==> src/rtl/ras_pkg.sv <==
// Shared types for the return address stack.
// Assumes: nothing beyond the 1800-2017 language.
package ras_pkg;
    // Pointer operation chosen for a cycle, in falling priority.
    typedef enum logic [1:0] {
        OP_NONE = 2'd0,
        OP_PUSH = 2'd1,
        OP_POP  = 2'd2,
        OP_LOAD = 2'd3
    } ptr_op_e;
endpackage

==> src/rtl/ras_ptr_ctrl.sv <==
// Pointer and status control. Resolves the cycle's operation by priority
// (push, pop, load, idle), updates the pointer and the sticky flags, and
// reports whether a push will store data and whether lane writes may apply.
// Assumes: request inputs are synchronous to clk.
module ras_ptr_ctrl
    import ras_pkg::*;
#(
    parameter int PTR_W = 5
) (
    input  logic             clk,
    input  logic             rst_n,
    input  logic             push,
    input  logic             pop,
    input  logic             load,
    input  logic [PTR_W-1:0] load_val,
    input  logic             ovf_clear,
    output logic [PTR_W-1:0] ptr,
    output logic             ovf,
    output logic             unf,
    output logic             push_ok,
    output logic             lane_ok
);
    localparam logic [PTR_W-1:0] TOP = '1;
    localparam logic [PTR_W-1:0] ONE = PTR_W'(1);

    ptr_op_e op;

    // Pick the single operation that wins this cycle.
    always_comb begin
        if (push)      op = OP_PUSH;
        else if (pop)  op = OP_POP;
        else if (load) op = OP_LOAD;
        else           op = OP_NONE;
    end

    assign push_ok = (op == OP_PUSH) && (ptr != TOP);
    assign lane_ok = (op == OP_NONE);

    // Advance the pointer and latch the sticky flags.
    always_ff @(posedge clk) begin
        if (!rst_n) begin
            ptr <= '0;
            ovf <= 1'b0;
            unf <= 1'b0;
        end else begin
            case (op)
                OP_PUSH: begin
                    if (ptr == TOP) begin
                        ovf <= 1'b1;
                        if (ovf_clear) ptr <= '0;
                    end else begin
                        ptr <= ptr + ONE;
                    end
                end
                OP_POP: begin
                    if (ptr == '0) unf <= 1'b1;
                    else           ptr <= ptr - ONE;
                end
                OP_LOAD: ptr <= load_val;
                default: ;
            endcase
        end
    end
endmodule

==> src/rtl/ras_store.sv <==
// Entry storage: 2**PTR_W - 1 registers of DATA_W bits for slots 1 and up.
// Slot 0 has no register and reads as zero. One write port, one read port.
// Assumes: a write never targets slot 0 (such a write is dropped).
module ras_store #(
    parameter int PTR_W  = 5,
    parameter int DATA_W = 21
) (
    input  logic              clk,
    input  logic              rst_n,
    input  logic              we,
    input  logic [PTR_W-1:0]  widx,
    input  logic [DATA_W-1:0] wdata,
    input  logic [PTR_W-1:0]  ridx,
    output logic [DATA_W-1:0] rdata
);
    localparam int SLOTS = 1 << PTR_W;

    logic [DATA_W-1:0] slot [1:SLOTS-1];

    for (genvar g = 1; g < SLOTS; g++) begin : g_slot
        // Hold one entry; load it when the write port addresses it.
        always_ff @(posedge clk) begin
            if (!rst_n)                              slot[g] <= '0;
            else if (we && widx == PTR_W'(g))        slot[g] <= wdata;
        end
    end

    // Select the addressed entry, zero for slot 0.
    always_comb begin
        rdata = '0;
        for (int i = 1; i < SLOTS; i++) begin
            if (ridx == PTR_W'(i)) rdata = slot[i];
        end
    end
endmodule

==> src/rtl/ras_lane_map.sv <==
// Byte-lane view of an entry: splits it into upper/high/low read lanes and
// merges per-lane write data into a replacement entry.
// Assumes: 17 <= DATA_W <= 24, so the upper lane holds DATA_W-16 bits.
module ras_lane_map #(
    parameter int DATA_W = 21
) (
    input  logic [DATA_W-1:0] entry,
    input  logic [7:0]        wbyte,
    input  logic              up_we,
    input  logic              hi_we,
    input  logic              lo_we,
    output logic [7:0]        up_rd,
    output logic [7:0]        hi_rd,
    output logic [7:0]        lo_rd,
    output logic [DATA_W-1:0] merged
);
    localparam int UP_W = DATA_W - 16;

    assign up_rd = 8'(entry[DATA_W-1:16]);
    assign hi_rd = entry[15:8];
    assign lo_rd = entry[7:0];

    // Replace only the lanes whose write enable is set.
    always_comb begin
        merged = entry;
        if (lo_we) merged[7:0]         = wbyte;
        if (hi_we) merged[15:8]        = wbyte;
        if (up_we) merged[DATA_W-1:16] = wbyte[UP_W-1:0];
    end
endmodule

==> src/rtl/ret_addr_stack.sv <==
// Return address stack with software access to pointer and top entry.
// Pushes store call_pc one slot above the pointer; pops step down; the
// top entry is visible combinationally on ret_addr and the byte lanes.
// Assumes: synchronous inputs; slot 0 is a fixed zero address.
module ret_addr_stack #(
    parameter int PTR_W  = 5,
    parameter int ADDR_W = 21
) (
    input  logic              clk,
    input  logic              rst_n,
    input  logic              cfg_ovf_clear,
    input  logic              call_strobe,
    input  logic [ADDR_W-1:0] call_pc,
    input  logic              ret_strobe,
    output logic [ADDR_W-1:0] ret_addr,
    input  logic              ptr_wr,
    input  logic [PTR_W-1:0]  ptr_wdata,
    output logic [PTR_W-1:0]  ptr_rdata,
    input  logic              tos_up_wr,
    input  logic              tos_hi_wr,
    input  logic              tos_lo_wr,
    input  logic [7:0]        tos_wdata,
    output logic [7:0]        tos_up_rd,
    output logic [7:0]        tos_hi_rd,
    output logic [7:0]        tos_lo_rd,
    output logic              ovf_flag,
    output logic              unf_flag
);
    localparam logic [PTR_W-1:0] ONE = PTR_W'(1);

    logic [PTR_W-1:0]  ptr;
    logic              push_ok;
    logic              lane_ok;
    logic [ADDR_W-1:0] tos;
    logic [ADDR_W-1:0] merged;
    logic              lane_we;
    logic              st_we;
    logic [PTR_W-1:0]  st_widx;
    logic [ADDR_W-1:0] st_wdata;

    ras_ptr_ctrl #(.PTR_W(PTR_W)) u_ptr (
        .clk       (clk),
        .rst_n     (rst_n),
        .push      (call_strobe),
        .pop       (ret_strobe),
        .load      (ptr_wr),
        .load_val  (ptr_wdata),
        .ovf_clear (cfg_ovf_clear),
        .ptr       (ptr),
        .ovf       (ovf_flag),
        .unf       (unf_flag),
        .push_ok   (push_ok),
        .lane_ok   (lane_ok)
    );

    ras_lane_map #(.DATA_W(ADDR_W)) u_lanes (
        .entry  (tos),
        .wbyte  (tos_wdata),
        .up_we  (tos_up_wr),
        .hi_we  (tos_hi_wr),
        .lo_we  (tos_lo_wr),
        .up_rd  (tos_up_rd),
        .hi_rd  (tos_hi_rd),
        .lo_rd  (tos_lo_rd),
        .merged (merged)
    );

    // Route either a push or a lane update onto the single write port.
    always_comb begin
        lane_we  = lane_ok && (ptr != '0) && (tos_up_wr || tos_hi_wr || tos_lo_wr);
        st_we    = push_ok || lane_we;
        st_widx  = push_ok ? ptr + ONE : ptr;
        st_wdata = push_ok ? call_pc : merged;
    end

    ras_store #(.PTR_W(PTR_W), .DATA_W(ADDR_W)) u_store (
        .clk   (clk),
        .rst_n (rst_n),
        .we    (st_we),
        .widx  (st_widx),
        .wdata (st_wdata),
        .ridx  (ptr),
        .rdata (tos)
    );

    assign ret_addr  = tos;
    assign ptr_rdata = ptr;
endmodule

==> config.mk <==
export PLATFORM = sky130hd
export DESIGN_NAME = ret_addr_stack
export DESIGN_NICKNAME = d
export VERILOG_FILES = /design/src/rtl/ras_pkg.sv /design/src/rtl/ras_ptr_ctrl.sv /design/src/rtl/ras_store.sv /design/src/rtl/ras_lane_map.sv /design/src/rtl/ret_addr_stack.sv
export SDC_FILE = /design/constraint.sdc
export NUM_CORES = 1
export LEC_CHECK = 0
export BUFFER_PORTS_ARGS = -buffer_cell sky130_fd_sc_hd__buf_2
export CAP_MARGIN = 20
export CORE_MARGIN = 5
export CORE_UTILIZATION = 45
export CTS_CLUSTER_DIAMETER = 150
export DETAILED_ROUTE_END_ITERATION = 7
export PLACE_DENSITY = 0.69
export SLEW_MARGIN = 20
export SYNTH_ARGS = -nofsm -noshare
export SYNTH_HDL_FRONTEND = slang
export SYNTH_SLANG_ARGS = --single-unit
==> constraint.sdc <==
create_clock -name clk -period 4.95 [get_ports clk]
set_input_delay 0.2475 -clock clk [delete_from_list [all_inputs] [get_ports clk]]
set_output_delay 0.2475 -clock clk [all_outputs]
set_load 0.005 [all_outputs]
==> results.yml <==
global_route:
  grt_pass1_vias: 27292
  grt.total_usage: 0.358
  overflow: 0
  antenna_found_initial: 4
  grt_pass1_wl_um: 202000
  grt_max_degree: 89
power_and_ir_drop:
  internal-power_uw: 10600
  swShare: 0.313
  leakage_uw: 0.0139
  combinationalPowerShare: 0.213
  ir_worst_vdd_mv: 0.266
  cellPowerDensity_nw_per_um2: 409
  p_seq_frac: 0.421
  clockPowerShare: 0.367
  total_power_uw: 15400
  switchingPower_uw: 4830
cts:
  clk_pin_slew_ns: 0.07
  cts_buffer_depth: 3
  cts_buffers: 72
  cts_tree: "done"
  cts_max_level: 3
  root_buffer: "clkbuf_16"
  cts.sinks: 658
  insertion_delay_ns: 0.65
critical_path:
  cp-end-kind: "output pin"
  critPathRequiredTime_ns: 4.70
  path_delay_family: "simple AND/OR/NAND/NOR gates"
  worst-endpoint-arrival_ns: 4.67
  crit_chain: "inv_1 -> ha_4 -> buf_4 -> and4bb_1 -> nor3_1 -> buf_4 -> nand2_1 -> a221oi_1 -> o21ai_0 -> buf_4 -> a22o_1 -> or2_2 -> buf_2"
  crit_path_frequent_cell: "buf_4"
  crit_path_top_delay_cell: "nor3_1"
  crit_path_max_fanout: 13
  path_class: "flip-flop to output pin"
  crit_buf_inv: 5
  max_stage_delay_ns: 0.62
  cp-start-kind: "flip-flop"
sta:
  period_share: 0.994
  maxSlewViolCount: 0
  rsz0062_at_grt: "false"
  fin_crit_ns: 4.92
  worst_pin_slew_ns: 1.10
  tns_ns: 0
  max-slew-margin-rel: 0.267
  clock_skew_ns: 0.0305
  setup_viol: 0
  max_freq_mhz: 203
  worst_hold_slack_ns: 0.0894
  hold_viol_final: 0
  final.setup.worst_slack_ns: 0.0306
placed_design:
  dp_hpwl_um: 96900
  globalplace.congestion: 1.04
  dp_cells: 3996
  pre_cts_ws_ns: 0.203
  port_buffers: 91
routing:
  vias: 28402
  wl_um: 144000
  m1WireLength_um: 48300
  drt_iter0_drc: 4929
  via_per_inst: 6.87
  drtPass1Iterations: 6
  drc: 0
  wl_met3_um: 21200
  wire_per_inst_um: 34.9
  routed.top_layer: "met5"
  met2_length_um: 63600
  final_antenna_net_count: 0
finish:
  nNetsFinal: 3176
  synthToLayoutAreaGrowth_pct: 15.8
  final_cell_mix: "edfxtp_1 (651), nor2_1 (642), buf_4 (227)"
  multi_input_area_um2: 11600
  fillerInstances: 6341
  final_common_cell: "edfxtp_1"
  seq_area_um2: 19700
  drive_above_1_share: 0.184
  final_cells: 4132
job:
  maxCapViolCount: 0
floorplan:
  dieWidth_um: 279
  rows: 98
  die_h_um: 279
  dieArea_um2: 77900
  fp.coreArea_um2: 71600
  start_util: 0.455
  io_pins: 95
logic_synthesis:
  seq_area_frac_synth: 0.604
  ys_async_sr_fraction: 0
  netlist_area_um2: 32600
  synthFlopType: "edfxtp_1"
  synthDistinctLibCells: 105
  synth.ff_latch_count: 658
  synthCells: 3027
  synth_warnings: 0
  avgSynthCellArea_um2: 10.8
  synth_edf_count: 651
run_status:
  status: "completed"
hold_path:
  hold_class: "input pin to flip-flop"
-- final timing paths --
check,from,endpoint,slack (ns),cells after the start
hold / removal,call_pc[14],u_store.slot[1][140],0.09,3
hold reg to reg,u_ptr.unf,u_ptr.unf,0.46,1
setup reg to reg,u_ptr.ptr[1],u_store.slot[1][0],0.07,12
setup / recovery,u_ptr.ptr[1],ret_addr[11],0.03,13
-- layout make-up --
cell class	count	share of cell area
diodes	1	0.0000663
inverters	31	0.00308
flip-flops and latches	658	0.522
multi-input cells	2014	0.306
repair buffers	349	0.0735
clock buffers	87	0.0503
clock inverters	42	0.0133
well taps	950	0.0315
-- per-layer routing --
metal / global-route usage / up-vias
met5: 0 / -
met4: 0.208 / 2
met3: 0.114 / 529
met2: 0.551 / 2519
met1: 0.447 / 13910
li1: - / 11442
-- cells in the mapped netlist, types with 11 or more instances --
cell	count	area (µm²)
a31oi_1	19	119
and3_1	20	125
edfxtp_1	651	19500
a211oi_1	22	165
buf_6	19	214
o221ai_1	32	280
buf_4	34	255
and4b_1	11	110
a211o_1	16	140
buf_2	112	561
inv_1	28	105
a22o_1	11	96.3
a221oi_1	30	263
nand2b_1	22	138
nand2_1	207	777
o21ai_0	144	721
or3_1	12	75.1
a221o_1	14	140
o21a_1	12	90.1
nor3_2	11	110
nor3_1	114	571
o21ai_1	13	65.1
nor2_1	645	2420
o211ai_1	12	90.1
nand4_1	14	87.6
a21oi_1	187	936
nor2b_1	26	163
a22oi_1	24	180
o22ai_1	64	400
clkbuf_1	156	586
o31ai_1	11	82.6
nand3_1	52	260
nand4b_1	11	96.3
nand3b_1	16	120
-- state kept, by name, summed over array words and instances, names as in the netlist --
signal,flops
u_store.slot,651
u_ptr.ptr,5
u_ptr.ovf,1
u_ptr.unf,1
-- timing repair --
item	in CTS	in global routing
buffers inserted	1	5
hold buffers	0	0
pin swaps	1	2
gates resized for setup	1	10
endpoints found under the setup margin	8	24
-- metrics by stage --
step | util | area [µm²]
2_1_floorplan | - | 32600
3_3_place_gp | 0.492 | 35200
3_5_place_dp | 0.492 | 35200
4_1_cts | 0.526 | 37600
5_1_grt | 0.527 | 37800
6_report | 0.527 | 37800
-- worst reg2reg max path: cells and delay by family, from the launching register on --
family	cells	cell delay, ns
compound gates	4	2.13
simple gates	4	0.63
fa+ha+maj	1	0.52
flops	1	0.39
buf+inv	3	0.92
-- cells by family (layout without fill, tap and decap cells) --
kind of cell               after synthesis  in the layout  synth area share
DFF                                    658            658             0.604
muxes                                    3              3          0.000960
adders and majority gates                7              7           0.00269
and+or+nand+nor                       1240           1240             0.177
xor gates and xnor gates                 4              4           0.00108
buffers and inverters                  357            509            0.0537
other                                    1              4          0.000115
AOI/OAI and AO/OA                      757            757             0.160
-- power by group through the flow --
stage	clock, µW	combinational (µW)	sequential, µW
6_report	5660	3280	6500
5_1_grt	5900	3300	6510
4_1_cts	5640	3100	6490
3_5_place_dp	0	3080	6610
3_3_place_gp	0	3060	6600
2_1_floorplan	0	1520	6560
No activity file was read; power rests on OpenSTA's default activity.
